$ cat src/rtl/pm_evt_pkg.sv
package pm_evt_pkg;
  localparam int REG_AW = 6;
  localparam logic [REG_AW-1:0] OFS_STS = 6'h00;
  localparam logic [REG_AW-1:0] OFS_EN  = 6'h02;
  localparam logic [REG_AW-1:0] OFS_CTL = 6'h04;
  localparam logic [REG_AW-1:0] OFS_TMR = 6'h08;

  localparam int STS_TMR_BIT  = 0;
  localparam int STS_BTN_BIT  = 8;
  localparam int STS_WAKE_BIT = 15;
  localparam int CTL_SCI_BIT  = 0;
  localparam int CTL_GO_BIT   = 13;
  localparam int SLP_LSB      = 10;

  localparam logic [15:0] SCI_SRC_MASK = 16'h0521;
  localparam logic [2:0]  SLP_OFF      = 3'd0;
  localparam logic [2:0]  SLP_WAKE     = 3'd1;
  localparam logic [7:0]  APM_SCI_ON   = 8'hF1;
  localparam logic [7:0]  APM_SCI_OFF  = 8'hF0;

  typedef struct packed {
    logic poweroff;
    logic wake;
  } sleep_req_t;

  function automatic logic [15:0] w1c_apply(input logic [15:0] cur,
                                            input logic [15:0] clr,
                                            input logic [15:0] set);
    return (cur & ~clr) | set;
  endfunction

  function automatic logic sci_level(input logic [15:0] sts, input logic [15:0] en);
    return |(sts & en & SCI_SRC_MASK);
  endfunction

  function automatic sleep_req_t sleep_decode(input logic go, input logic [2:0] typ);
    sleep_req_t r;
    r.poweroff = go && (typ == SLP_OFF);
    r.wake     = go && (typ == SLP_WAKE);
    return r;
  endfunction
endpackage

$ cat src/rtl/pm_timer.sv
module pm_timer #(
  parameter int TMR_W = 24
) (
  input  logic             clk,
  input  logic             rst_n,
  input  logic             tick_i,
  output logic [TMR_W-1:0] count_o,
  output logic             ovf_evt_o
);
  localparam int MSB = TMR_W - 1;

  logic [TMR_W-1:0] count_nxt;

  assign count_nxt = count_o + TMR_W'(1);
  // top bit flips on this tick
  assign ovf_evt_o = tick_i && (count_nxt[MSB] != count_o[MSB]);

  always_ff @(posedge clk) begin
    if (!rst_n)      count_o <= '0;
    else if (tick_i) count_o <= count_nxt;
  end
endmodule

$ cat src/rtl/pm_regs.sv
module pm_regs
  import pm_evt_pkg::*;
(
  input  logic              clk,
  input  logic              rst_n,
  input  logic              wr_i,
  input  logic [REG_AW-1:0] addr_i,
  input  logic [15:0]       wdata_i,
  input  logic              ovf_evt_i,
  input  logic              pwrbtn_i,
  input  logic              apm_on_i,
  input  logic              apm_off_i,
  output logic [15:0]       sts_o,
  output logic [15:0]       en_o,
  output logic [15:0]       ctl_o,
  output logic              poweroff_o,
  output logic              reset_req_o
);
  logic [15:0] sts_clr, sts_set, ctl_nxt;
  logic        wr_sts, wr_en, wr_ctl;
  sleep_req_t  slp;

  assign wr_sts = wr_i && (addr_i == OFS_STS);
  assign wr_en  = wr_i && (addr_i == OFS_EN);
  assign wr_ctl = wr_i && (addr_i == OFS_CTL);
  assign slp    = sleep_decode(wr_ctl && wdata_i[CTL_GO_BIT],
                               wdata_i[SLP_LSB +: 3]);

  always_comb begin
    sts_clr = wr_sts ? wdata_i : 16'h0000;
    sts_set = 16'h0000;
    sts_set[STS_TMR_BIT]  = ovf_evt_i;
    sts_set[STS_BTN_BIT]  = (pwrbtn_i && en_o[STS_BTN_BIT]) || slp.wake;
    sts_set[STS_WAKE_BIT] = slp.wake;
  end

  always_comb begin
    ctl_nxt = ctl_o;
    if (wr_ctl) begin
      ctl_nxt = wdata_i;
      ctl_nxt[CTL_GO_BIT] = 1'b0;
    end
    if (apm_on_i)  ctl_nxt[CTL_SCI_BIT] = 1'b1;
    if (apm_off_i) ctl_nxt[CTL_SCI_BIT] = 1'b0;
  end

  always_ff @(posedge clk) begin
    if (!rst_n) begin
      sts_o       <= '0;
      en_o        <= '0;
      ctl_o       <= '0;
      poweroff_o  <= 1'b0;
      reset_req_o <= 1'b0;
    end else begin
      sts_o       <= w1c_apply(sts_o, sts_clr, sts_set);
      if (wr_en) en_o <= wdata_i;
      ctl_o       <= ctl_nxt;
      poweroff_o  <= slp.poweroff;
      reset_req_o <= slp.wake;
    end
  end
endmodule

$ cat src/rtl/pm_apm.sv
module pm_apm
  import pm_evt_pkg::*;
(
  input  logic       clk,
  input  logic       rst_n,
  input  logic       wr_i,
  input  logic       sel_i,
  input  logic [7:0] wdata_i,
  input  logic       smi_cfg_en_i,
  output logic [7:0] rdata_o,
  output logic       sci_on_o,
  output logic       sci_off_o,
  output logic       smi_o
);
  logic [7:0] cmd_q, stat_q;
  logic       cmd_wr;

  assign cmd_wr    = wr_i && !sel_i;
  assign sci_on_o  = cmd_wr && (wdata_i == APM_SCI_ON);
  assign sci_off_o = cmd_wr && (wdata_i == APM_SCI_OFF);
  assign rdata_o   = sel_i ? stat_q : cmd_q;

  always_ff @(posedge clk) begin
    if (!rst_n) begin
      cmd_q  <= '0;
      stat_q <= '0;
      smi_o  <= 1'b0;
    end else begin
      if (cmd_wr)          cmd_q  <= wdata_i;
      if (wr_i && sel_i)   stat_q <= wdata_i;
      smi_o <= cmd_wr && smi_cfg_en_i;
    end
  end
endmodule

$ cat src/rtl/pm_event_ctrl.sv
module pm_event_ctrl
  import pm_evt_pkg::*;
#(
  parameter int TMR_W = 24
) (
  input  logic        clk,
  input  logic        rst_n,
  input  logic        tick_i,
  input  logic        pwrbtn_i,
  input  logic        smi_cfg_en_i,
  input  logic [5:0]  reg_addr_i,
  input  logic        reg_wr_i,
  input  logic [15:0] reg_wdata_i,
  output logic [31:0] reg_rdata_o,
  input  logic        apm_wr_i,
  input  logic        apm_sel_i,
  input  logic [7:0]  apm_wdata_i,
  output logic [7:0]  apm_rdata_o,
  output logic        sci_o,
  output logic        smi_o,
  output logic        poweroff_o,
  output logic        reset_req_o
);
  logic [TMR_W-1:0] tmr_q;
  logic             tmr_ovf_evt;
  logic [15:0]      sts_q, en_q, ctl_q;
  logic             apm_on, apm_off;

  pm_timer #(.TMR_W(TMR_W)) u_timer (
    .clk(clk), .rst_n(rst_n), .tick_i(tick_i),
    .count_o(tmr_q), .ovf_evt_o(tmr_ovf_evt)
  );

  pm_apm u_apm (
    .clk(clk), .rst_n(rst_n), .wr_i(apm_wr_i), .sel_i(apm_sel_i),
    .wdata_i(apm_wdata_i), .smi_cfg_en_i(smi_cfg_en_i),
    .rdata_o(apm_rdata_o), .sci_on_o(apm_on), .sci_off_o(apm_off),
    .smi_o(smi_o)
  );

  pm_regs u_regs (
    .clk(clk), .rst_n(rst_n), .wr_i(reg_wr_i), .addr_i(reg_addr_i),
    .wdata_i(reg_wdata_i), .ovf_evt_i(tmr_ovf_evt), .pwrbtn_i(pwrbtn_i),
    .apm_on_i(apm_on), .apm_off_i(apm_off),
    .sts_o(sts_q), .en_o(en_q), .ctl_o(ctl_q),
    .poweroff_o(poweroff_o), .reset_req_o(reset_req_o)
  );

  assign sci_o = sci_level(sts_q, en_q);

  always_comb begin
    unique case (reg_addr_i)
      OFS_STS: reg_rdata_o = {16'h0000, sts_q};
      OFS_EN:  reg_rdata_o = {16'h0000, en_q};
      OFS_CTL: reg_rdata_o = {16'h0000, ctl_q};
      OFS_TMR: reg_rdata_o = 32'(tmr_q);
      default: reg_rdata_o = 32'h0;
    endcase
  end
endmodule

$ cat config.mk
export PLATFORM = sky130hd
export DESIGN_NAME = pm_event_ctrl
export DESIGN_NICKNAME = d
export VERILOG_FILES = /design/src/rtl/pm_evt_pkg.sv /design/src/rtl/pm_timer.sv /design/src/rtl/pm_regs.sv /design/src/rtl/pm_apm.sv /design/src/rtl/pm_event_ctrl.sv
export SDC_FILE = /design/constraint.sdc
export NUM_CORES = 1
export LEC_CHECK = 0
export ABC_AREA = 1
export ABC_CLOCK_PERIOD_IN_PS = 1900
export BUFFER_PORTS_ARGS = -buffer_cell sky130_fd_sc_hd__buf_4
export CAP_MARGIN = 20
export CORE_ASPECT_RATIO = 0.9
export CORE_MARGIN = 2
export CORE_UTILIZATION = 40
export DETAILED_ROUTE_END_ITERATION = 10
export GPL_TIMING_DRIVEN = 0
export HOLD_SLACK_MARGIN = 0.05
export SYNTH_ARGS = -nofsm -noshare
export SYNTH_HDL_FRONTEND = slang
export SYNTH_SLANG_ARGS = --single-unit
$ cat constraint.sdc
create_clock -name clk -period 1.9 [get_ports clk]
set_clock_uncertainty 0.1 [all_clocks]
set_input_delay 0 -clock clk [delete_from_list [all_inputs] [get_ports clk]]
set_output_delay 0 -clock clk [all_outputs]
set_load 0.01 [all_outputs]
# Word level (Yosys, flattened, before mapping)
# Index checks and enable logic that the tools add are counted.
[word_totals]
register_bits = 90
input_bits = 38
out_inout_bits = 44
word_cells = 48
[classes]
add_sub_neg = 1
n_eq_ne = 7
mux = 5
n_bitwise = 5
reduce_logical = 20
[ops]
columns = ["op", "n"]
rows = [
  ["one-hot mux 24 bit (4 select lines)", 1],
  ["adder 24 x 1 -> 24 bit, second input constant", 1],
  ["AND 16 bit", 1],
  ["equality test 8 bit, second input constant", 2],
  ["two-way mux 16 bit", 1],
  ["inverter 16 bit", 1],
  ["bitwise OR 16 bit", 1],
  ["logical AND 1 bit", 13],
  ["AND 11 bit", 1],
  ["two-way mux 8 bit", 1],
  ["equality test 6 x 2 -> 1 bit, second input constant", 1],
  ["equality test 6 x 3 -> 1 bit, second input constant", 1],
  ["equality test 6 x 4 -> 1 bit, second input constant", 1],
  ["logical NOT 6 bit", 1],
  ["OR reduction 4 bit", 1],
  ["equality test 3 x 1 -> 1 bit, second input constant", 1],
  ["logical NOT 3 bit", 1],
  ["two-way mux 1 bit", 2],
  ["nonzero test 2 bit", 1],
  ["OR reduction 2 bit", 1],
  ["logical NOT 1 bit", 1],
  ["logical OR 1 bit", 1],
  ["inequality test 1 bit", 1],
  ["inverter 1 bit", 1],
]

# Depth between registers and ports, before layout
[depth]
word_depth = 6
mapped_depth = 9

# By module
# From an unflattened synthesis, not the netlist that was laid out.
[unflattened]
hier_cells = 756
area_unflattened_um2 = 4937.2
[modules_own_cells]
columns = ["mod", "n_inst", "cells_each", "area_per_inst_um2", "seq_area_each_um2"]
rows = [
  ["pm_regs", 1, 227, 1803.0, 980.9],
  ["pm_timer", 1, 195, 1345.0, 480.5],
  ["pm_event_ctrl", 1, 211, 1028.5, 0.0],
  ["pm_apm", 1, 123, 760.7, 340.3],
]

# Least setup slack after synthesis
# Ideal clock, no wire load.
[synth_timing]
path_kind = "register -> register"
startpoint = "register u_timer.count_o[0]"
endpoint = "register u_timer.count_o[16]"
arrival_ps = 1187
setup_slack_ps = 500
path_stages_with_launch = 9
path_buffers = 0
synth_period_minus_slack_ps = 1400
cell_sequence = "dfxtp_1 ha_1 nand3_1 nor2_1 nand3_1 nor2_1 nand2_1 nand2_1 nor2_1"
[synth_via]
elab_chain_len = 1
[synth_lines]
columns = ["item", "line_no", "text"]
rows = [
  ["start, declared", "pm_timer.sv:7", "output logic [TMR_W-1:0] count_o,"],
  ["start signal, assigned", "pm_timer.sv:20", "else if (tick_i) count_o <= count_nxt;"],
  ["adder 24 x 1 -> 24 bit", "pm_timer.sv:14", "assign count_nxt = count_o + TMR_W'(1);"],
]
# No other way between the ends.
# A chain may end at the register's enable or synchronous reset.

# Final worst setup path
[layout_timing]
startpoint = "register u_timer.count_o[0]"
endpoint = "register u_timer.count_o[18]"
# Same word-level chain as after synthesis.

==> impl_metrics.csv <==
group,metric,value,unit
clocking,ctsRootBufferMaster,"clkbuf_16",
pwr,p_leak,2.53,nW
global_routing,grt_remaining_overflow,0,
pwr,power_per_cell_area,720,mW/mm^2
clocking,cts_max_level,3,
clocking,tritoncts,"done",
placed_design,setup_ws_pre_cts,0.231,ns
detailed_routing,post-route-drc-count,0,
floorplan,design.die.area,0.0118,sq mm
synthesis,syn-mean-instance-area,6.48,sq um
detailed_routing,first_pass_iters,5,
floorplan,die_extent_in_x,114,microns
clocking,cts.path.max_buffers,2,
detailed_routing,drt_first_iter_violations,292,
clocking,cts_sinks,90,
worst_setup_path,critical_path_peak_fanout,4,
floorplan,die_height,103,microns
detailed_routing,ant_nets,0,
timing,final_min_period_over_clock_period,0.894,
timing,tns,0,ns
cells_and_area,finish.utilization,0.535,
timing,max_freq,589,MHz
worst_setup_path,timing.setup.critical_path_class,"reg -> reg",
synthesis,synth_seq_area_share,0.410,
clocking,numCtsBuffers,9,
timing,final-setup-viol-count,0,
global_routing,first_pass_grt_wire_length,22.0,mm
clocking,worst_skew_pair.late_latency,0.34,ns
synthesis,yosysWarningCount,0,
cells_and_area,multi_input_comb_area,0.00214,sq mm
clocking,clock_transition_at_path_regs,0.06,ns
placed_design,place.detailed.instances,887,
synthesis,synth-async-reset-ratio,0,
worst_setup_path,timing.critical_path.arrival,1.83,ns
floorplan,floorplan.io_pins,82,
global_routing,grt_antenna_before_repair,0,
cells_and_area,sequential_cell_area,0.00180,sq mm
floorplan,floorplan.rows,36,
detailed_routing,count_of_vias_placed_by_the_detailed_router,4729,
detailed_routing,totalWireLength,13.9,mm
worst_setup_path,timing.rr.start,"u_timer.count_o[0]",
timing,max_slew_margin,0.471,
global_routing,grt_start_max_net_pins,14,
worst_setup_path,required,2.03,ns
run_status,outcome,"complete, no violations",
synthesis,synth_flop_cell,"dfxtp_1",
timing,maxSlewViolCount,0,
placed_design,dp_hpwl,9.89,mm
timing,timing.final.hold_violations,0,
cells_and_area,post_layout_nonfiller_instances,938,
timing,postLayoutSetupSlackWorst,0.201,ns
timing,worst-slew-pin-transition,0.794,ns
placed_design,io_buffers,70,
cells_and_area,flow.area_growth_from_synthesis,31.2,%
placed_design,gp_routability_congestion,0.889,
synthesis,synth.lib_cells_used.distinct,31,
cells_and_area,insertedDiodeCount,0,
worst_setup_path,rrSetupSlack,0.20,ns
flow_run,max_cap_viol_count,0,
synthesis,post_synth_edffs,0,
global_routing,grt_pass1_vias,4339,
worst_hold_path,hold_path.class,"in -> reg",
floorplan,initial_core_util,0.408,
pwr,total_power,4.14,mW
worst_setup_path,critical_path.startpoint_type,"flop",
worst_setup_path,reg2reg_to,"u_timer.count_o[18]",
detailed_routing,vias_per_cell,5.04,
worst_setup_path,endpoint_kind,"flop",
worst_setup_path,crit_start,"u_timer.count_o[0]",
synthesis,synth_cells,677,
worst_setup_path,r2r.worst_path.cells,8,
cells_and_area,post_route_cells_drive_above_1_share,0.145,
worst_setup_path,timing.critical_path.to,"u_timer.count_o[18]",
floorplan,core,0.0108,sq mm
clocking,cts_setup_buffers,0,
synthesis,ys_ff_latch,90,
timing,finalWorstPathRequiredPeriod,1.70,ns
pwr,ir_drop,0.435,mV
cells_and_area,num-fill-cells,1103,
synthesis,netlist_area,0.00439,sq mm
global_routing,grt_util_overall,0.243,
worst_hold_path,whs_path_depth,6,
detailed_routing,drt-wirelength-per-cell,14.8,microns
timing,setup_repair_after_global_routing_missed_its_margin,"no",
cells_and_area,fin_nets,839,
## layer usage
layer | vias to the layer above | share of wire | track usage
li1 | 2373 | - | -
met1 | 2160 | 0.44 | 0.302
met2 | 165 | 0.47 | 0.426
met3 | 31 | 0.058 | 0.0420
met4 | 0 | 0.026 | 0.0910
met5 | - | 0 | 0
## through the flow
stage          instance area [sq um]  hold slack [ns]
2_1_floorplan                   4420          -0.0207
3_3_place_gp                    5110           0.0865
3_5_place_dp                    5110           0.0882
4_1_cts                         5760           0.0577
5_1_grt                         5760           0.0943
6_report                        5760           0.0630
## power by group
part / internal [mW] / leakage, nW / switching [mW] / total (mW)
logic: 0.174 / 1.65 / 0.215 / 0.389
clock network: 1.09 / 0.147 / 0.725 / 1.82
registers: 1.92 / 0.729 / 0.0186 / 1.94
## flip-flops by register name, summed over array words and instances (netlist names)
signal and count:
u_apm.cmd_q 8, u_timer.count_o 24, u_regs.reset_req_o 1, u_apm.smi_o 1
u_regs.poweroff_o 1, u_regs.ctl_o 15, u_regs.sts_o 16, u_apm.stat_q 8
u_regs.en_o 16
## how the worst min path moves through the flow
stage | end | slack, ns | from
6_report | u_regs.en_o[10] | 0.06 | reg_addr_i[0]
3_5_place_dp | u_regs.sts_o[4] | 0.09 | reg_wdata_i[4]
4_1_cts | u_regs.en_o[10] | 0.06 | reg_addr_i[0]
2_1_floorplan | u_regs.poweroff_o | -0.02 | reg_wdata_i[10]
5_1_grt | u_regs.en_o[9] | 0.09 | reg_addr_i[0]
3_3_place_gp | u_regs.sts_o[1] | 0.09 | reg_wdata_i[1]
## final cells by class
type,instances,area share
clock inverter,2,0.00608
inverter,74,0.0482
sequential,90,0.313
timing repair buffer,105,0.152
clock buffer,14,0.0458
multi-input combinational,485,0.371
tap,133,0.0289
buffer,35,0.0350
## critical path, cell delays in order (launching register included)
cell     delay [ns]
dfxtp_1        0.41
ha_1           0.20
nand3_1        0.13
nor2_1         0.24
nand3_1        0.18
nor2_1         0.16
nand2_1        0.07
nand2_1        0.06
nor2_1         0.04
## cell usage after synthesis, types with 3 or more instances
library cell	count	area share
a21oi_1	43	0.049
clkbuf_1	9	0.0077
buf_2	10	0.011
nand3_1	23	0.026
nand4_1	29	0.041
dfxtp_1	90	0.41
nand2_1	179	0.15
nor3_1	8	0.0091
inv_1	71	0.061
a211oi_1	3	0.0051
nor2_1	132	0.11
o21ai_0	42	0.048
buf_4	13	0.022
nor2_2	3	0.0043
## cell usage in the layout (no fill, tap or decap), drive strengths merged, types with 9 or more instances in the layout
cell           n
a21oi         43
buf           95
clkbuf        24
dfxtp         90
dlygate4sd3   35
inv           72
nand2        180
nand3         24
nand4         29
nor2         137
nor3           9
o21ai         42
## cells by family after synthesis
group	count (synthesis)	synth area share
AOI/OAI and AO/OA	92	0.109
xor gates and xnor gates	1	0.00200
adders and majority gates	1	0.00285
buffers and inverters	109	0.109
DFF	90	0.410
other	1	0.000854
and+or+nand+nor	383	0.366
## repair_timing
item                                    4_1_cts  5_1_grt
gates resized for setup                       0        1
endpoints found under the setup margin        0        1
endpoints found under the hold margin        76        0
hold buffers                                 35        0
Power figures use the tool's default switching activity.
